<file path="src/rtl/dfc_pkg.sv">
package dfc_pkg;

   localparam int unsigned BYTE_W = 8;

   typedef enum logic [1:0] {
      CMD_NONE = 2'd0,
      CMD_ONE  = 2'd1,
      CMD_RSVD = 2'd2,
      CMD_ALL  = 2'd3
   } cmd_kind_e;

endpackage

</file>
<file path="src/rtl/dfc_cmd_port.sv">
module dfc_cmd_port #(
   parameter int unsigned ADDR_W    = 6,
   parameter int unsigned BUS_BYTES = 4,
   parameter int unsigned CMD_OFS   = 28,
   parameter int unsigned CMD_W     = 7
) (
   input  logic                                   wr_en,
   input  logic [ADDR_W-1:0]                      wr_addr,
   input  logic [BUS_BYTES-1:0]                   wr_be,
   input  logic [dfc_pkg::BYTE_W*BUS_BYTES-1:0]   wr_data,
   output logic                                   hit_o,
   output logic [CMD_W-1:0]                       val_o
);
   import dfc_pkg::*;

   localparam int unsigned DATA_W = BYTE_W * BUS_BYTES;
   localparam int unsigned LANE   = CMD_OFS % BUS_BYTES;
   localparam logic [ADDR_W-1:0] WORD_ADDR = ADDR_W'(CMD_OFS - LANE);

   if (CMD_W < 2 || CMD_W > BYTE_W) begin : g_bad_cmd_w
      $error("dfc_cmd_port: CMD_W must lie between 2 and 8");
   end
   if (CMD_OFS >= (1 << ADDR_W)) begin : g_bad_ofs
      $error("dfc_cmd_port: CMD_OFS does not fit in ADDR_W");
   end

   logic [BYTE_W-1:0] lane_byte;
   logic              unused_rest;

   // the command byte sits in the lane that matches the low address bits
   assign lane_byte   = wr_data[LANE*BYTE_W +: BYTE_W];
   assign hit_o       = wr_en && (wr_addr == WORD_ADDR) && wr_be[LANE];
   // bits above the command field are reserved and dropped here
   assign val_o       = lane_byte[CMD_W-1:0];
   assign unused_rest = ^{wr_data, lane_byte};

endmodule

</file>
<file path="src/rtl/dfc_cmd_decode.sv">
module dfc_cmd_decode #(
   parameter int unsigned NUM_CH = 16,
   parameter int unsigned CMD_W  = 7
) (
   input  logic                hit_i,
   input  logic [CMD_W-1:0]    val_i,
   output dfc_pkg::cmd_kind_e  kind_o,
   output logic [NUM_CH-1:0]   clr_o
);
   import dfc_pkg::*;

   localparam int unsigned IDX_W = CMD_W - 1;

   if (NUM_CH < 1 || NUM_CH > (1 << IDX_W)) begin : g_bad_num_ch
      $error("dfc_cmd_decode: NUM_CH must fit in the index field");
   end

   logic [IDX_W-1:0] idx;
   assign idx = val_i[IDX_W-1:0];

   // the top bit of the command selects the global clear
   always_comb begin
      if (!hit_i) begin
         kind_o = CMD_NONE;
      end else if (val_i[CMD_W-1]) begin
         kind_o = CMD_ALL;
      end else if (32'(idx) < 32'(NUM_CH)) begin
         kind_o = CMD_ONE;
      end else begin
         kind_o = CMD_RSVD;
      end
   end

   for (genvar i = 0; i < NUM_CH; i++) begin : g_clr
      assign clr_o[i] = (kind_o == CMD_ALL) ||
                        ((kind_o == CMD_ONE) && (idx == IDX_W'(i)));
   end

endmodule

</file>
<file path="src/rtl/dfc_flag_vec.sv">
module dfc_flag_vec #(
   parameter int unsigned NUM_CH = 16
) (
   input  logic              clk,
   input  logic              rst_n,
   input  logic [NUM_CH-1:0] set_i,
   input  logic [NUM_CH-1:0] clr_i,
   output logic [NUM_CH-1:0] vec_o
);

   // a set pulse wins over a clear of the same bit
   always_ff @(posedge clk or negedge rst_n) begin
      if (!rst_n) begin
         vec_o <= '0;
      end else begin
         vec_o <= (vec_o & ~clr_i) | set_i;
      end
   end

   // every pulsed bit reads 1 on the next cycle
   a_r8_set_wins: assert property (@(posedge clk) disable iff (!rst_n)
      (set_i != '0) |=> ((vec_o & $past(set_i)) == $past(set_i)));

   // with no set and no clear the vector holds
   a_r10_hold: assert property (@(posedge clk) disable iff (!rst_n)
      (set_i == '0 && clr_i == '0) |=> $stable(vec_o));

endmodule

</file>
<file path="src/rtl/dfc_rd_mux.sv">
module dfc_rd_mux #(
   parameter int unsigned ADDR_W    = 6,
   parameter int unsigned BUS_BYTES = 4,
   parameter int unsigned NUM_CH    = 16,
   parameter int unsigned ERR_OFS   = 32,
   parameter int unsigned IRQ_OFS   = 36,
   parameter bit          RD_PIPE   = 1'b0
) (
   input  logic                                  clk,
   input  logic                                  rst_n,
   input  logic [ADDR_W-1:0]                     rd_addr,
   input  logic [NUM_CH-1:0]                     err_i,
   input  logic [NUM_CH-1:0]                     irq_i,
   output logic [dfc_pkg::BYTE_W*BUS_BYTES-1:0]  rd_data_o
);
   import dfc_pkg::*;

   localparam int unsigned DATA_W = BYTE_W * BUS_BYTES;

   if (NUM_CH > DATA_W) begin : g_bad_width
      $error("dfc_rd_mux: NUM_CH wider than the read bus");
   end
   if ((ERR_OFS % BUS_BYTES) != 0 || (IRQ_OFS % BUS_BYTES) != 0) begin : g_bad_align
      $error("dfc_rd_mux: status offsets must be word aligned");
   end

   logic [DATA_W-1:0] sel;

   always_comb begin
      sel = '0;
      if (rd_addr == ADDR_W'(ERR_OFS)) begin
         sel = DATA_W'(err_i);
      end else if (rd_addr == ADDR_W'(IRQ_OFS)) begin
         sel = DATA_W'(irq_i);
      end
   end

   if (RD_PIPE) begin : g_reg
      logic [DATA_W-1:0] rd_q;
      always_ff @(posedge clk or negedge rst_n) begin
         if (!rst_n) begin
            rd_q <= '0;
         end else begin
            rd_q <= sel;
         end
      end
      assign rd_data_o = rd_q;
   end else begin : g_comb
      logic unused_clk;
      assign unused_clk = clk & rst_n;
      assign rd_data_o  = sel;
   end

endmodule

</file>
<file path="src/rtl/dma_flag_clear.sv">
module dma_flag_clear #(
   parameter int unsigned NUM_CH      = 16,
   parameter int unsigned CMD_W       = 7,
   parameter int unsigned ADDR_W      = 6,
   parameter int unsigned BUS_BYTES   = 4,
   parameter int unsigned IRQ_CMD_OFS = 28,
   parameter int unsigned ERR_CMD_OFS = 27,
   parameter int unsigned ERR_RD_OFS  = 32,
   parameter int unsigned IRQ_RD_OFS  = 36,
   parameter bit          RD_PIPE     = 1'b0
) (
   input  logic                   clk,
   input  logic                   rst_n,
   input  logic                   wr_en,
   input  logic [ADDR_W-1:0]      wr_addr,
   input  logic [BUS_BYTES-1:0]   wr_be,
   input  logic [8*BUS_BYTES-1:0] wr_data,
   input  logic [ADDR_W-1:0]      rd_addr,
   output logic [8*BUS_BYTES-1:0] rd_data,
   input  logic [NUM_CH-1:0]      irq_set,
   input  logic [NUM_CH-1:0]      err_set,
   output logic [NUM_CH-1:0]      irq_req,
   output logic [NUM_CH-1:0]      err_irq_en
);
   import dfc_pkg::*;

   localparam int unsigned IDX_W = CMD_W - 1;
   localparam logic [ADDR_W-1:0] IRQ_CMD_WORD =
      ADDR_W'(IRQ_CMD_OFS - (IRQ_CMD_OFS % BUS_BYTES));
   localparam logic [ADDR_W-1:0] ERR_CMD_WORD =
      ADDR_W'(ERR_CMD_OFS - (ERR_CMD_OFS % BUS_BYTES));

   if (IRQ_CMD_OFS == ERR_CMD_OFS) begin : g_bad_cmd_ofs
      $error("dma_flag_clear: command offsets must differ");
   end
   if (ERR_RD_OFS == IRQ_RD_OFS) begin : g_bad_rd_ofs
      $error("dma_flag_clear: status offsets must differ");
   end

   logic              irq_hit, err_hit;
   logic [CMD_W-1:0]  irq_val, err_val;
   cmd_kind_e         irq_kind, err_kind;
   logic [NUM_CH-1:0] irq_clr, err_clr;

   dfc_cmd_port #(.ADDR_W(ADDR_W), .BUS_BYTES(BUS_BYTES),
                  .CMD_OFS(IRQ_CMD_OFS), .CMD_W(CMD_W)) i_irq_port (
      .wr_en(wr_en), .wr_addr(wr_addr), .wr_be(wr_be), .wr_data(wr_data),
      .hit_o(irq_hit), .val_o(irq_val));

   dfc_cmd_port #(.ADDR_W(ADDR_W), .BUS_BYTES(BUS_BYTES),
                  .CMD_OFS(ERR_CMD_OFS), .CMD_W(CMD_W)) i_err_port (
      .wr_en(wr_en), .wr_addr(wr_addr), .wr_be(wr_be), .wr_data(wr_data),
      .hit_o(err_hit), .val_o(err_val));

   dfc_cmd_decode #(.NUM_CH(NUM_CH), .CMD_W(CMD_W)) i_irq_dec (
      .hit_i(irq_hit), .val_i(irq_val), .kind_o(irq_kind), .clr_o(irq_clr));

   dfc_cmd_decode #(.NUM_CH(NUM_CH), .CMD_W(CMD_W)) i_err_dec (
      .hit_i(err_hit), .val_i(err_val), .kind_o(err_kind), .clr_o(err_clr));

   dfc_flag_vec #(.NUM_CH(NUM_CH)) i_irq_vec (
      .clk(clk), .rst_n(rst_n), .set_i(irq_set), .clr_i(irq_clr), .vec_o(irq_req));

   dfc_flag_vec #(.NUM_CH(NUM_CH)) i_err_vec (
      .clk(clk), .rst_n(rst_n), .set_i(err_set), .clr_i(err_clr), .vec_o(err_irq_en));

   dfc_rd_mux #(.ADDR_W(ADDR_W), .BUS_BYTES(BUS_BYTES), .NUM_CH(NUM_CH),
                .ERR_OFS(ERR_RD_OFS), .IRQ_OFS(IRQ_RD_OFS), .RD_PIPE(RD_PIPE)) i_rd (
      .clk(clk), .rst_n(rst_n), .rd_addr(rd_addr), .err_i(err_irq_en),
      .irq_i(irq_req), .rd_data_o(rd_data));

   // one interrupt flag cleared, all others kept
   a_r2_irq_one_clear: assert property (@(posedge clk) disable iff (!rst_n)
      (irq_kind == CMD_ONE && irq_set == '0) |=>
      (irq_req == ($past(irq_req) & ~(NUM_CH'(1) << $past(irq_val[IDX_W-1:0])))));

   // one error enable cleared, all others kept
   a_r3_err_one_clear: assert property (@(posedge clk) disable iff (!rst_n)
      (err_kind == CMD_ONE && err_set == '0) |=>
      (err_irq_en == ($past(err_irq_en) & ~(NUM_CH'(1) << $past(err_val[IDX_W-1:0])))));

   // reserved command values change nothing
   a_r4_rsvd_keeps: assert property (@(posedge clk) disable iff (!rst_n)
      (irq_kind == CMD_RSVD && irq_set == '0) |=> $stable(irq_req));

   // global clear leaves only bits set in the same cycle
   a_r5_global_clear: assert property (@(posedge clk) disable iff (!rst_n)
      (err_kind == CMD_ALL) |=> ((err_irq_en & ~$past(err_set)) == '0));

   // writes that miss the command lane leave the vector alone
   a_r7_miss_keeps: assert property (@(posedge clk) disable iff (!rst_n)
      (irq_kind == CMD_NONE && irq_set == '0) |=> $stable(irq_req));

   if (!RD_PIPE) begin : g_rd_chk
      // command words read as zero
      a_r9_cmd_read_zero: assert property (@(posedge clk) disable iff (!rst_n)
         (rd_addr == IRQ_CMD_WORD || rd_addr == ERR_CMD_WORD) |-> (rd_data == '0));
   end

endmodule

</file>
<file path="config.mk">
export PLATFORM = sky130hd
export DESIGN_NAME = dma_flag_clear
export DESIGN_NICKNAME = d
export VERILOG_FILES = /design/src/rtl/dfc_pkg.sv /design/src/rtl/dfc_cmd_port.sv /design/src/rtl/dfc_cmd_decode.sv /design/src/rtl/dfc_flag_vec.sv /design/src/rtl/dfc_rd_mux.sv /design/src/rtl/dma_flag_clear.sv
export SDC_FILE = /design/constraint.sdc
export NUM_CORES = 1
export LEC_CHECK = 0
export ABC_AREA = 1
export BUFFER_PORTS_ARGS = -buffer_cell sky130_fd_sc_hd__buf_2
export CORE_MARGIN = 2
export CORE_UTILIZATION = 40
export CTS_BUF_LIST = sky130_fd_sc_hd__clkbuf_8
export CTS_CLUSTER_SIZE = 24
export DETAILED_ROUTE_END_ITERATION = 10
export PLACE_DENSITY = 0.77
export SETUP_SLACK_MARGIN = 0.5
export SYNTH_ARGS = -nofsm -noshare
export SYNTH_HDL_FRONTEND = slang
export SYNTH_SLANG_ARGS = --single-unit
</file>
<file path="constraint.sdc">
create_clock -name clk -period 2.46 [get_ports clk]
set_clock_uncertainty 0.05 [all_clocks]
set_input_delay 0.246 -clock clk [delete_from_list [all_inputs] [get_ports clk]]
set_output_delay 0.246 -clock clk [all_outputs]
set_load 0.02 [all_outputs]
</file>
## Word-level counts from Yosys, hierarchy flattened

Index checks and enable logic that the tools add are counted.

- Register bits after elaboration: 32
- Bits of input ports: 83
- Output and inout bits: 64
- Logic and storage cells: 126

- Order comparisons: 2
- Equal/unequal tests: 38
- Muxes and demuxes: 8
- Bitwise operators: 6
- Reduce and logical (&&, ||, !) cells: 70

Operators with widths:

| kind | number |
|---|---|
| $eq 6x4->1 const B | 16 |
| $eq 6x3->1 const B | 8 |
| $logic_and 1x1->1 | 36 |
| $and 16x16->16 | 2 |
| $logic_or 1x1->1 | 32 |
| $mux 32 | 1 |
| $not 16->16 | 2 |
| $or 16x16->16 | 2 |
| $eq 6x2->1 const B | 4 |
| $mux 16 | 1 |
| $eq 6x1->1 const B | 2 |
| $eq 6x5->1 const B | 2 |
| $eq 6x6->1 const B | 2 |
| $logic_not 6->1 | 2 |
| $lt 6x5->1 const B | 2 |
| $mux 2 | 6 |
| $eq 2x1->1 const B | 2 |
| $eq 2x2->1 const B | 2 |

## Depth between registers and ports, before layout

- Depth after elaboration: 10
- Depth in mapped cells: 9

## Hierarchy

Synthesis repeated with hierarchy kept, for this count alone.

- Cells, all modules: 394
- Area total of the unflattened synthesis: 2,572.5 um2

Modules (own cells, without submodules):

| module | instances | cells each | area an instance (um2) | sequential area each (um2) |
|---|---|---|---|---|
| dfc_flag_vec | 2 | 80 | 640.6 | 400.4 |
| dfc_cmd_decode | 2 | 59 | 280.3 | 0.0 |
| dfc_rd_mux | 1 | 82 | 545.5 | 0.0 |
| dfc_cmd_port | 2 | 17 | 92.6 | 0.0 |

## Worst setup path before layout

OpenSTA, ideal clock, no wires.

- Path kind: in2out
- From: input port rd_addr[4]
- To: output port rd_data[11]
- Arrival time: 1.213 ns
- Setup slack: 0.951 ns
- Stages: 3
- Cell sequence: nor3b_4 nand3_4 o21ai_0

- Word-level cells in the longest chain between the ends: 3
- Elaborated cells on any way between the ends: 4
- Classes of those cells: eq/ne: 2; mux: 2

Ends and longest elaborated chain:

| what | line | text |
|---|---|---|
| start: declaration | dma_flag_clear.sv:18 | `input logic [ADDR_W-1:0] rd_addr,` |
| $eq 6x6->1 | dfc_rd_mux.sv:33 | `end else if (rd_addr == ADDR_W'(IRQ_OFS)) begin` |
| $mux 16 | dfc_rd_mux.sv:33 |  |
| $mux 32 (*) | dfc_rd_mux.sv:31 | `if (rd_addr == ADDR_W'(ERR_OFS)) begin` |
| end: declaration | dma_flag_clear.sv:19 | `output logic [8*BUS_BYTES-1:0] rd_data,` |

Mark *: on every way between the ends. The rest lies on a longest branch, timed or not.

## Worst setup path in the final report

- From: input port rd_addr[4]
- To: output port rd_data[12]

Same word-level chain as after synthesis.

==> impl_metrics.env <==
export IMPL_final_period_utilization=0.658
export IMPL_fin_crit_ps=1620
export IMPL_insertion_delay_ps=270
export IMPL_nets=594
export IMPL_synth_compound_area_share=0.0471
export IMPL_setup_viol=0
export IMPL_grt_max_degree=33
export IMPL_io_buffers=110
export IMPL_hold_worst_slack_ps=-11.6
export IMPL_dieArea_um2=6890
export IMPL_cp_slowest_stage_delay_ps=270
export IMPL_post_cts_setup_buffer_count=0
export IMPL_max_freq_ghz=0.618
export IMPL_clock_sinks=32
export IMPL_clock_power_share=0.378
export IMPL_synth_most_common_cell="nand2_1"
export IMPL_cp_cell_sequence="buf_2 -> nor3b_4 -> nand3_4 -> o21ai_0 -> buf_2"
export IMPL_drt_iter0_drc=143
export IMPL_rsz0062_at_grt="false"
export IMPL_cp_common_cell="buf_2"
export IMPL_clkTransAtPathRegs_ps=60
export IMPL_yosys_warnings=0
export IMPL_place_gp_congestion=0.869
export IMPL_ys_top_cells_by_area="dfrtp_1, nand2_1, inv_1, nand3_1, nor2_1"
export IMPL_remaining_drc_errors=0
export IMPL_post_route_util=0.523
export IMPL_yosysTopAreaCellShare=0.320
export IMPL_yosys_area_share_simple=0.410
export IMPL_synthAdderAreaFrac=0
export IMPL_synth_common_cells="nand2_1, inv_1, nand3_1"
export IMPL_netlist_area_um2=2500
export IMPL_failed_checks="hold timing"
export IMPL_synth_seq_cells=32
export IMPL_antenna_found_initial=0
export IMPL_synth_ff_type="dfrtp_1"
export IMPL_viasPerCell=4.51
export IMPL_overflow=0
export IMPL_ios=147
export IMPL_track_usage=0.192
export IMPL_drive_gt1_frac=0.282
export IMPL_synth_top_family_by_area="simple AND/OR/NAND/NOR gates"
export IMPL_grt_pass1_wl_um=11000
export IMPL_synth_top_area_cell="dfrtp_1"
export IMPL_vdd_ir_drop_max_mv=0.191
export IMPL_htree_levels=2
export IMPL_drv_slew=0
export IMPL_post_dp_hpwl_um=5370
export IMPL_avgSynthCellArea_um2=6.22
export IMPL_pwr_share_seq=0.460
export IMPL_leakagePower_nw=1.94
export IMPL_fillCellCount=639
export IMPL_hold_viol=12
export IMPL_first_global_vias=2473
export IMPL_cts_buffers=5
export IMPL_initial_core_util=0.417
export IMPL_end_kind="primary output"
export IMPL_holdBufCountCts=0
export IMPL_cp_max_fo=16
export IMPL_num_antenna_cells=0
export IMPL_critPathSlowestCell="o21ai_0"
export IMPL_netlist_instances=402
export IMPL_synthMuxAreaShare=0
export IMPL_share_comb_of_total_power=0.161
export IMPL_maxSlewHeadroom=0.499
export IMPL_fp_coreArea_um2=5990
export IMPL_root_buffer="clkbuf_8"
export IMPL_finalPower_mw=1.15
export IMPL_ant_nets=0
export IMPL_switching_share=0.269
export IMPL_vias=2645
export IMPL_cts_tree="done"
export IMPL_totalWireLength_um=6550
export IMPL_setup_tns_ps=0
export IMPL_p_int_mw=0.839
export IMPL_worst_setup_path_start_kind="primary input"
export IMPL_cts_buffer_depth=2
export IMPL_tightestPinTransition_ps=751
export IMPL_cts_resized=0
export IMPL_hold_class="primary input to async pin"
export IMPL_rows=28
export IMPL_outcome="finished, violations left"
export IMPL_power_density_nw_per_um2=366
export IMPL_synthArstFlopShare=1.00
export IMPL_synth_cell_type_count=21
export IMPL_cap_violations=0
export IMPL_synth_edff_count=0
export IMPL_switchingPower_mw=0.309
export IMPL_die_width_um=83.0
export IMPL_wl_per_cell_um=11.2
export IMPL_worst_ep_required_time_ps=2160
export IMPL_worstPathArrival_ps=1320
export IMPL_synth_xor_area_frac=0
export IMPL_ys_seq_area_frac=0.320
export IMPL_syn2layout_area_growth_pct=25.4
export IMPL_dr_pass1_iters=5
export IMPL_die_height_um=83.0
export IMPL_worstSetupPathType="primary input to primary output"
[cells by family (layout without fill, tap and decap cells)]
logic type             after synthesis  count (layout)
DFF                                 32              32
AOI/OAI and AO/OA                   16              16
and+or+nand+nor                    228             228
buffers and inverters              125             219
other                                1              16
[cell type report]
class | instances | area [um2] | share of cell area
multi-input combinational | 260 | 1200 | 0.384
sequential | 32 | 801 | 0.255
clock buffer | 7 | 96.3 | 0.0307
timing repair buffer | 112 | 566 | 0.180
tap | 75 | 93.8 | 0.0299
inverter | 100 | 375 | 0.120
[critical path, delay by kind of cell]
family | cells | cell delay, ps
AND/OR/NAND/NOR | 2 | 480
buffers and inverters | 2 | 320
AO/OA/AOI/OAI | 1 | 270
[layer usage]
| layer | part of all wire | GRT usage | routed length, um |
|---|---|---|---|
| met3 | 0.068 | 0.0358 | 444 |
| met4 | 0.012 | 0.0537 | 79 |
| met5 | 0 | 0 | 0 |
| met1 | 0.46 | 0.266 | 3040 |
| met2 | 0.45 | 0.306 | 2980 |
[metrics by stage]
step / cell area (um2) / setup WS [ps] / cells
after floorplan: 2550 / 951 / 417
after global placement: 3040 / 897 / 579
after detailed placement: 3040 / 819 / 579
after CTS: 3130 / 811 / 586
after global routing: 3130 / 728 / 586
final: 3130 / 841 / 586
[state kept, by name (all words and copies together), names as in the netlist]
register,flops
i_err_vec.vec_o,16
i_irq_vec.vec_o,16
[cell usage in the layout (no fill, tap or decap), types with 2 or more instances in the layout]
cell and n:
nand2_1 119, buf_2 110, inv_1 99, nand3_1 48
nor2_1 45, dfrtp_1 32, conb_1 16, o21ai_2 10
clkbuf_8 7, o21ai_0 6, nor2_2 3, nand3_2 3
nand4_1 2, nor2_4 2, nor3_4 2, buf_4 2
[path summary, 6_finish.rpt]
| check | start | endpoint | slack, ps | cells past startpoint |
|---|---|---|---|---|
| setup / recovery | rd_addr[4] | rd_data[12] | 840 | 5 |
| hold / removal | rst_n | i_err_vec.vec_o[0]$_DFF_PN0_ | -10 | 1 |
| setup reg to reg | i_err_vec.vec_o[8]$_DFF_PN0_ | i_err_vec.vec_o[8]$_DFF_PN0_ | 1670 | 4 |
| hold reg to reg | i_irq_vec.vec_o[1]$_DFF_PN0_ | i_irq_vec.vec_o[1]$_DFF_PN0_ | 530 | 4 |
| max in group asynchronous | rst_n | i_irq_vec.vec_o[1]$_DFF_PN0_ | 1890 | 1 |
| min in group clk | irq_set[12] | i_irq_vec.vec_o[12]$_DFF_PN0_ | 100 | 3 |
[power groups by stage]
stage	Clock [mW]	Sequential, mW	Combinational [mW]
after floorplan	0	0.540	0.112
after global placement	0	0.538	0.182
after detailed placement	0	0.538	0.186
after CTS	0.448	0.528	0.186
after global routing	0.469	0.528	0.208
final	0.434	0.528	0.185
No activity file was read; power rests on OpenSTA's default activity.
